`src/rtl/tfa_pkg.sv`:
```
// Shared types and helpers for the TDM frame aligner.
// Assumes a lane setting is a delay code plus one edge-select bit.
package tfa_pkg;

    localparam int OFF_W     = 3;          // width of a lane delay code
    localparam int FIELD_W   = OFF_W + 1;  // delay code plus edge select
    localparam int MAX_SHIFT = 4;          // largest supported delay in periods

    typedef struct packed {
        logic [OFF_W-1:0] shift;
        logic             late_edge;
    } lane_cfg_t;

    typedef enum logic {
        FRM_MSB_FIRST = 1'b0,
        FRM_LSB_FIRST = 1'b1
    } frame_mode_t;

    // Limit a delay code to the supported range.
    function automatic logic [OFF_W-1:0] clamp_shift(input logic [OFF_W-1:0] code);
        return (code > OFF_W'(MAX_SHIFT)) ? OFF_W'(MAX_SHIFT) : code;
    endfunction

endpackage

```
`src/rtl/tfa_cfg_regs.sv`:
```
// Configuration register file for the frame aligner.
// Holds N_REGS words starting at BASE_ADDR. Each word carries the settings of
// DATA_W/FIELD_W lanes, with the edge select in the low bit of each field.
// Assumes N_LANES is a multiple of the lanes per word.
module tfa_cfg_regs
    import tfa_pkg::*;
#(
    parameter int N_LANES   = 16,
    parameter int DATA_W    = 16,
    parameter int ADDR_W    = 4,
    parameter int BASE_ADDR = 3
) (
    input  logic                            clk,
    input  logic                            rst_n,
    input  logic                            wr_en,
    input  logic [ADDR_W-1:0]               addr,
    input  logic [DATA_W-1:0]               wr_data,
    output logic [DATA_W-1:0]               rd_data,
    output lane_cfg_t [N_LANES-1:0]         cfg
);

    localparam int LANES_PER_REG = DATA_W / FIELD_W;
    localparam int N_REGS        = N_LANES / LANES_PER_REG;
    localparam int IDX_W         = (N_REGS > 1) ? $clog2(N_REGS) : 1;

    logic [N_REGS-1:0][DATA_W-1:0] regs;
    logic                          hit;
    logic [ADDR_W-1:0]             rel;
    logic [IDX_W-1:0]              idx;

    // Decode the address window.
    always_comb begin
        hit = (addr >= ADDR_W'(BASE_ADDR)) && (addr < ADDR_W'(BASE_ADDR + N_REGS));
        rel = addr - ADDR_W'(BASE_ADDR);
        idx = rel[IDX_W-1:0];
    end

    // Store register writes that land inside the window.
    always_ff @(posedge clk) begin
        if (!rst_n) begin
            regs <= '0;
        end else if (wr_en && hit) begin
            regs[idx] <= wr_data;
        end
    end

    // Return the addressed word, or zero outside the window.
    always_comb begin
        rd_data = hit ? regs[idx] : '0;
    end

    // Slice each word into per-lane settings.
    for (genvar l = 0; l < N_LANES; l++) begin : g_lane
        localparam int R = l / LANES_PER_REG;
        localparam int J = l % LANES_PER_REG;
        assign cfg[l].shift     = regs[R][FIELD_W*J+1 +: OFF_W];
        assign cfg[l].late_edge = regs[R][FIELD_W*J];
    end

    // a write outside the window leaves every word untouched.
    a_r2_stray_write_ignored: assert property (@(posedge clk) disable iff (!rst_n)
        (wr_en && !hit) |=> $stable(regs));

    // a reset cycle leaves all words cleared.
    a_r1_regs_cleared: assert property (@(posedge clk)
        !rst_n |=> (regs == '0));

endmodule

```
`src/rtl/tfa_fp_delay.sv`:
```
// Frame pulse tap line shared by every lane.
// Tap k is high in the cycle that is k clock periods after the pulse was
// sampled, and tap 0 is the live input. Assumes the pulse is one period wide.
module tfa_fp_delay #(
    parameter int MAX_SHIFT = 4
) (
    input  logic               clk,
    input  logic               rst_n,
    input  logic               frame_pulse,
    output logic [MAX_SHIFT:0] fp_tap
);

    logic [MAX_SHIFT-1:0] hist;

    // Shift the pulse history by one period each clock.
    always_ff @(posedge clk) begin
        if (!rst_n) begin
            hist <= '0;
        end else begin
            hist <= {hist[MAX_SHIFT-2:0], frame_pulse};
        end
    end

    assign fp_tap = {hist, frame_pulse};

    // a sampled pulse shows up on the one-period tap.
    a_r3_tap_follows_pulse: assert property (@(posedge clk) disable iff (!rst_n)
        frame_pulse |=> fp_tap[1]);

endmodule

```
`src/rtl/tfa_lane_rx.sv`:
```
// Receiver for one serial lane.
// Waits for its delayed frame start, then takes one bit every two periods from
// either the rising-edge sample (1/2 point) or the falling-edge sample (3/4
// point). It assembles BITS-wide bytes in the order set by the framing mode
// and strobes each byte with its channel number. Settings are latched only at
// the frame start. Assumes BITS and N_CH are powers of two.
module tfa_lane_rx
    import tfa_pkg::*;
#(
    parameter int BITS = 8,
    parameter int N_CH = 32,
    localparam int CH_W  = $clog2(N_CH),
    localparam int BIT_W = $clog2(BITS)
) (
    input  logic                 clk,
    input  logic                 rst_n,
    input  logic                 sdata,
    input  logic                 mode_gci,
    input  lane_cfg_t            cfg_next,
    input  logic [MAX_SHIFT:0]   fp_tap,
    output logic [BITS-1:0]      byte_q,
    output logic                 valid,
    output logic [CH_W-1:0]      chan
);

    localparam int POS_W = CH_W + BIT_W + 1;

    logic [OFF_W-1:0] act_shift;
    logic             act_late;
    frame_mode_t      act_mode;
    logic             synced;
    logic [POS_W-1:0] pos;
    logic             rise_q;
    logic             fall_q;
    logic             start;
    logic             bit_in;
    logic             take;
    logic             last;
    logic [BITS-1:0]  sh;
    logic [BITS-1:0]  sh_next;

    // Capture the lane at every falling edge (3/4 point candidate).
    always_ff @(negedge clk) begin
        if (!rst_n) begin
            fall_q <= 1'b0;
        end else begin
            fall_q <= sdata;
        end
    end

    // Capture the lane at every rising edge (1/2 point candidate).
    always_ff @(posedge clk) begin
        if (!rst_n) begin
            rise_q <= 1'b0;
        end else begin
            rise_q <= sdata;
        end
    end

    // Pick the delayed start, the capture source and the byte-complete point.
    always_comb begin
        start  = fp_tap[act_shift];
        bit_in = (act_late ^ (act_mode == FRM_LSB_FIRST)) ? fall_q : rise_q;
        take   = synced && pos[0];
        last   = take && (&pos[BIT_W:1]);
        if (act_mode == FRM_LSB_FIRST) begin
            sh_next = {bit_in, sh[BITS-1:1]};
        end else begin
            sh_next = {sh[BITS-2:0], bit_in};
        end
    end

    // Latch settings at the frame start and track the position in the frame.
    always_ff @(posedge clk) begin
        if (!rst_n) begin
            act_shift <= '0;
            act_late  <= 1'b0;
            act_mode  <= FRM_MSB_FIRST;
            synced    <= 1'b0;
            pos       <= '0;
        end else if (start) begin
            act_shift <= clamp_shift(cfg_next.shift);
            act_late  <= cfg_next.late_edge;
            act_mode  <= frame_mode_t'(mode_gci);
            synced    <= 1'b1;
            pos       <= '0;
        end else if (synced) begin
            pos <= pos + POS_W'(1);
        end
    end

    // Shift in one bit per cell.
    always_ff @(posedge clk) begin
        if (!rst_n) begin
            sh <= '0;
        end else if (take) begin
            sh <= sh_next;
        end
    end

    // Present each finished byte with its channel number.
    always_ff @(posedge clk) begin
        if (!rst_n) begin
            byte_q <= '0;
            chan   <= '0;
            valid  <= 1'b0;
        end else begin
            valid <= last;
            if (last) begin
                byte_q <= sh_next;
                chan   <= pos[POS_W-1 -: CH_W];
            end
        end
    end

    // a byte strobe lasts exactly one period.
    a_r3_single_strobe: assert property (@(posedge clk) disable iff (!rst_n)
        valid |=> !valid);

    // no byte before the first delayed frame start.
    a_r9_quiet_before_sync: assert property (@(posedge clk) disable iff (!rst_n)
        !synced |=> !valid);

    // latched settings change only at a frame start.
    a_r8_settings_held: assert property (@(posedge clk) disable iff (!rst_n)
        !start |=> $stable({act_shift, act_late, act_mode}));

    // the latched delay never exceeds the supported range.
    a_r4_shift_in_range: assert property (@(posedge clk) disable iff (!rst_n)
        $rose(synced) |-> (act_shift <= OFF_W'(MAX_SHIFT)));

endmodule

```
`src/rtl/tdm_frame_aligner.sv`:
```
// Top of the TDM serial input frame aligner.
// Joins the register file, the shared frame pulse tap line and one receiver
// per lane. Assumes one clock at twice the bit rate for all lanes.
module tdm_frame_aligner
    import tfa_pkg::*;
#(
    parameter int N_STREAMS    = 16,
    parameter int CH_PER_FRAME = 32,
    parameter int BITS_PER_CH  = 8,
    parameter int REG_W        = 16,
    parameter int ADDR_W       = 4,
    parameter int REG_BASE     = 3,
    localparam int CH_W        = $clog2(CH_PER_FRAME)
) (
    input  logic                            clk,
    input  logic                            rst_n,
    input  logic                            mode_gci,
    input  logic                            frame_pulse,
    input  logic [N_STREAMS-1:0]            sdata,
    input  logic                            reg_wr_en,
    input  logic [ADDR_W-1:0]               reg_addr,
    input  logic [REG_W-1:0]                reg_wr_data,
    output logic [REG_W-1:0]                reg_rd_data,
    output logic [N_STREAMS*BITS_PER_CH-1:0] rx_byte,
    output logic [N_STREAMS-1:0]            rx_valid,
    output logic [N_STREAMS*CH_W-1:0]       rx_chan
);

    lane_cfg_t [N_STREAMS-1:0] lane_cfg;
    logic [MAX_SHIFT:0]        fp_tap;

    tfa_cfg_regs #(
        .N_LANES   (N_STREAMS),
        .DATA_W    (REG_W),
        .ADDR_W    (ADDR_W),
        .BASE_ADDR (REG_BASE)
    ) u_regs (
        .clk     (clk),
        .rst_n   (rst_n),
        .wr_en   (reg_wr_en),
        .addr    (reg_addr),
        .wr_data (reg_wr_data),
        .rd_data (reg_rd_data),
        .cfg     (lane_cfg)
    );

    tfa_fp_delay #(
        .MAX_SHIFT (MAX_SHIFT)
    ) u_fp (
        .clk         (clk),
        .rst_n       (rst_n),
        .frame_pulse (frame_pulse),
        .fp_tap      (fp_tap)
    );

    for (genvar s = 0; s < N_STREAMS; s++) begin : g_rx
        tfa_lane_rx #(
            .BITS (BITS_PER_CH),
            .N_CH (CH_PER_FRAME)
        ) u_rx (
            .clk      (clk),
            .rst_n    (rst_n),
            .sdata    (sdata[s]),
            .mode_gci (mode_gci),
            .cfg_next (lane_cfg[s]),
            .fp_tap   (fp_tap),
            .byte_q   (rx_byte[s*BITS_PER_CH +: BITS_PER_CH]),
            .valid    (rx_valid[s]),
            .chan     (rx_chan[s*CH_W +: CH_W])
        );
    end

    // a reset cycle leaves every strobe low.
    a_r1_no_strobe_after_reset: assert property (@(posedge clk)
        !rst_n |=> (rx_valid == '0));

endmodule

```
`config.mk`:
```
export PLATFORM = sky130hd
export DESIGN_NAME = tdm_frame_aligner
export DESIGN_NICKNAME = d
export VERILOG_FILES = /design/src/rtl/tfa_pkg.sv /design/src/rtl/tfa_cfg_regs.sv /design/src/rtl/tfa_fp_delay.sv /design/src/rtl/tfa_lane_rx.sv /design/src/rtl/tdm_frame_aligner.sv
export SDC_FILE = /design/constraint.sdc
export NUM_CORES = 1
export LEC_CHECK = 0
export BUFFER_PORTS_ARGS = -buffer_cell sky130_fd_sc_hd__buf_4
export CORE_MARGIN = 8
export CORE_UTILIZATION = 45
export DETAILED_ROUTE_END_ITERATION = 8
export PLACE_DENSITY = 0.74
export SLEW_MARGIN = 20
export SYNTH_ARGS = -nofsm -noshare
export SYNTH_HDL_FRONTEND = slang
export SYNTH_HIERARCHICAL = 1
export SYNTH_SLANG_ARGS = --single-unit
```
`constraint.sdc`:
```
create_clock -name clk -period 2.9 [get_ports clk]
set_clock_uncertainty 0.15 [all_clocks]
set_input_delay 0.58 -clock clk [delete_from_list [all_inputs] [get_ports clk]]
set_output_delay 0.58 -clock clk [all_outputs]
set_load 0.02 [all_outputs]
```
# ---- Word-level counts from Yosys, hierarchy flattened
# Cells that the tools add are included.
dict set report classes {
  add_sub_neg 17
  magnitude_cmp 36
  n_mux 102
  n_bitwise 17
  reduce_logical 67
}
# cell n
set op_table {}
lappend op_table {{adder 9 x 1 -> 9 bit, second input constant} 16}
lappend op_table {{2-to-1 mux 8 bit} 16}
lappend op_table {{bitwise mux 64 bit} 1}
lappend op_table {{less-than comparator 3 x 4 -> 1 bit, second input constant} 16}
lappend op_table {{binary-select mux 1 bit (select 3 bit)} 16}
lappend op_table {{greater-than comparator 3 bit, second input constant} 16}
lappend op_table {{2-to-1 mux 1 bit} 48}
lappend op_table {{2-to-1 mux 16 bit} 3}
lappend op_table {{2-to-1 mux 3 bit} 16}
lappend op_table {{AND reduction 3 bit} 16}
lappend op_table {{logical AND 1 bit} 35}
lappend op_table {{binary-select mux 16 bit (select 2 bit)} 1}
lappend op_table {{demux 16 bit (select 2 bit)} 1}
lappend op_table {{OR reduction 2 bit} 16}
lappend op_table {{XOR 1 bit} 16}
lappend op_table {{greater-or-equal comparator 4 x 2 -> 1 bit, second input constant} 1}
lappend op_table {{less-than comparator 4 x 3 -> 1 bit, second input constant} 1}
lappend op_table {{less-than comparator 2 x 3 -> 1 bit, second input constant} 1}
lappend op_table {{greater-or-equal comparator 2 x 1 -> 1 bit, second input constant} 1}
lappend op_table {{subtractor 2 bit, second input constant} 1}
lappend op_table {{inverter 1 bit} 1}
dict set report totals {
  register_bits 692
  wordCells 420
}

# ---- Logic depth before layout (Yosys ltp)
dict set report logic_depth {
  ltp_word 6
  ltp_mapped 8
  mapped_depth_nobuf 4
}

# ---- Hierarchy
# Netlist, hierarchy kept.
# module n_inst cells_per_inst area_per_inst_um2 seq_area_each_um2
set modules_own_cells {}
lappend modules_own_cells {tfa_lane_rx 16 178 1610.3 780.7}
lappend modules_own_cells {tfa_cfg_regs 1 275 3071.7 1281.2}
lappend modules_own_cells {tfa_fp_delay 1 9 112.6 80.1}

==> metrics.yaml <==
setup_path:
  critPathRequiredTime_ps: 2170
  timing.rr.start: "g_rx[12].u_rx/fall_q"
  r2r_setup_slack_ps: 270
  crit_top_cell: "buf_4"
  critPathArrivalTime_ps: 2040
  r2r-end: "g_rx[12].u_rx/byte_q[0]"
  path_max_fanout: 16
  worstSetupPathType: "input pin to output pin"
  end_kind: "output pin"
  worstSetupStartpointType: "input pin"
  crit_slowest_cell: "ha_1"
  path_cells: "buf_4, inv_1, ha_1, buf_12, mux4_1, nor2b_1, buf_4, buf_4"
  r2r_cells: 3
  critPathMaxStageDelay_ps: 330
logic_synthesis:
  netlist_area_um2: 28900
  yosysSeqAreaShare_pct: 47.9
  synthArstFlopShare_pct: 0
  synth_nets: 3194
  syn_inst: 3132
  yosys_warnings: 6
  ys_types: 42
  ys.flop_type: "dfxtp_1"
  avgSynthCellArea_um2: 9.24
  synth_edf_count: 0
  synth-seq-cells: 692
min_path:
  hold_path_end: "g_rx[1].u_rx/rise_q"
  holdPathStages: 2
  hold_path.class: "input pin to flip-flop"
  hp-start: "sdata[1]"
clock_network:
  cts_made_buffers: 76
  cts_tree: "yes"
  cts_setup_buffers: 0
  cts_hold_buf: 0
  cts_resized: 0
  clk_pin_slew_ps: 60
  clock_latency_ps: 630
  clockRootBuffer: "clkbuf_16"
  clk_path_buf_depth: 3
  htree_levels: 3
  cts_sinks: 692
timing:
  fmax_ghz: 0.361
  setup_viol: 0
  hold_slack_ps: 53.4
  worst_slew_pin_slew_ps: 999
  tns_ps: 0
  grt_setup_unrepaired: "no"
  slew_headroom_pct: 33.3
  period_minus_slack_ps: 2770
  drv_slew: 0
  hold_violations: 0
  min_period_over_period_pct: 95.6
  worst_slack_ps: 128
power_and_ir_drop:
  powerDensity_nw_per_um2: 615
  ir_drop_mv: 0.392
  p_leak_nw: 11.7
  p_sw_mw: 4.78
  p_clk_share_pct: 48.9
  seqPwrFrac_pct: 47.0
  p_sw_share_pct: 22.8
  power_frac_comb_pct: 4.1
  p_int_mw: 16.2
  fin_total_pwr_mw: 20.9
drt:
  wire_per_inst_um: 17.7
  detail-route-antenna-nets: 0
  vias: 23560
  drc: 0
  via_per_inst: 5.57
  first_pass_iters: 5
  drtIter0Drc: 1723
  wl_um: 75100
flow_run:
  maxCapViolCount: 0
finish:
  drive_above_1_share_pct: 16.5
  nNetsFinal: 3367
  areaGrowthSynthToFinish_pct: 17.7
  fill_cells: 5746
  finalNonFillerCells: 4230
  final_cell_mix: "dfxtp_1, a21oi_1, buf_4, nand2_1, mux2i_1"
  final_common_cell: "dfxtp_1"
  fin_area_um2: 34100
  final_util_pct: 53.2
floorplan:
  die_area_um2: 72700
  die_y_um: 270
  die_w_um: 270
  start_util_pct: 45.2
  rows: 93
  coreArea_um2: 64000
  ios: 281
placed_design:
  port_buffers: 280
  place_area_um2: 31400
  place_worst_setup_slack_ps: 117
  place_congestion: 0.842
  dp_cells: 4082
  hpwlAfterDp_um: 51900
global_route:
  grt_overflow: 0
  grt_max_degree: 127
  antenna_found_initial: 12
  grt_pass1_vias: 22232
  track_usage_pct: 19.5
  grt_pass1_wl_um: 120000
run_status:
  status: "completed"
## area by class of cell
| type | instances | area (um2) | area share [%] |
|---|---|---|---|
| Sequential cell | 692 | 13900 | 40.7 |
| Tap cell | 855 | 1070 | 3.14 |
| Multi-Input combinational cell | 2079 | 13500 | 39.5 |
| Clock inverter | 53 | 494 | 1.45 |
| Clock buffer | 104 | 2230 | 6.55 |
| Timing Repair Buffer | 326 | 2520 | 7.39 |
| Inverter | 114 | 428 | 1.26 |
| Antenna cell | 7 | 17.5 | 0.0514 |
## cell usage after synthesis, types with 10 or more instances
| cell | n | area [um2] |
|---|---|---|
| a211o_1 | 16 | 140 |
| a211oi_1 | 192 | 1440 |
| a21oi_1 | 368 | 1840 |
| a311oi_1 | 16 | 140 |
| and2_0 | 16 | 100 |
| and2_1 | 20 | 125 |
| and2_2 | 16 | 120 |
| and4_1 | 16 | 140 |
| and4bb_2 | 16 | 200 |
| buf_2 | 32 | 160 |
| buf_6 | 22 | 248 |
| clkbuf_1 | 170 | 638 |
| dfxtp_1 | 692 | 13900 |
| ha_1 | 21 | 263 |
| inv_1 | 130 | 488 |
| mux2_2 | 32 | 360 |
| mux2i_1 | 208 | 2080 |
| mux4_1 | 10 | 263 |
| mux4_2 | 22 | 495 |
| nand2_1 | 288 | 1080 |
| nand2b_1 | 16 | 100 |
| nand3_1 | 128 | 641 |
| nand4_1 | 48 | 300 |
| nor2_1 | 192 | 721 |
| nor2b_1 | 16 | 100 |
| nor3_1 | 16 | 80.1 |
| o2111ai_1 | 32 | 280 |
| o211ai_1 | 32 | 240 |
| o21ai_0 | 144 | 721 |
| o22ai_1 | 32 | 200 |
| o31ai_1 | 32 | 240 |
| or2_2 | 16 | 100 |
| or3_1 | 32 | 200 |
| or4_1 | 32 | 240 |
| xnor2_1 | 32 | 280 |
| xor2_1 | 16 | 140 |
## layer usage
layer | vias to the layer above | global-route usage [%] | routed length (um)
met5 | - | 0 | 41
met2 | 550 | 30.1 | 33800
met1 | 11255 | 26.4 | 34600
li1 | 11653 | - | -
met3 | 96 | 5.01 | 4950
met4 | 6 | 6.36 | 1700
## registers in the layout, summed over array words and instances, names as in the netlist, 48 cells and up
signal and flops:
g_rx.u_rx/pos 144, g_rx.u_rx/byte_q 128, g_rx.u_rx/act_shift 48, u_regs/cfg 64, g_rx.u_rx/chan 80, g_rx.u_rx/sh 128
## power groups by stage
stage,sequential (mW),combinational [mW],clock [mW]
final,9.84,0.857,10.2
after global routing,9.86,0.940,10.9
after CTS,9.84,0.857,10.5
after detailed placement,10.0,0.852,0.0691
after global placement,10.0,0.839,0.0691
after floorplan,9.92,0.721,0.0691
## worst max-delay path by stage
stage                     depth (start not counted)  slack, ps                   end         from
after floorplan                                   8        140       reg_rd_data[12]  reg_addr[0]
after global placement                            3        120  g_rx[14].u_rx/fall_q        rst_n
after detailed placement                          3        120  g_rx[14].u_rx/fall_q        rst_n
after CTS                                         8        150       reg_rd_data[14]  reg_addr[0]
after global routing                              8         90       reg_rd_data[14]  reg_addr[0]
final                                             8        130       reg_rd_data[14]  reg_addr[0]
## cells by family (layout without fill, tap and decap cells)
kind of cell / count (synthesis) / after routing / synth area share (%)
and+or+nand+nor: 873 / 873 / 14.9
AOI/OAI and AO/OA: 864 / 864 / 18.1
DFF: 692 / 692 / 47.9
buffers and inverters: 361 / 597 / 5.67
muxes: 272 / 272 / 11.1
xor gates and xnor gates: 49 / 49 / 1.51
adders and majority gates: 21 / 21 / 0.908
other: 0 / 7 / 0
## worst max-delay path, delay by kind of cell
kind / cells / cell delay, ps
adders and majority gates: 1 / 330
buffers and inverters: 5 / 670
muxes: 1 / 290
and+or+nand+nor: 1 / 160
No activity file was read; power rests on OpenSTA's default activity.
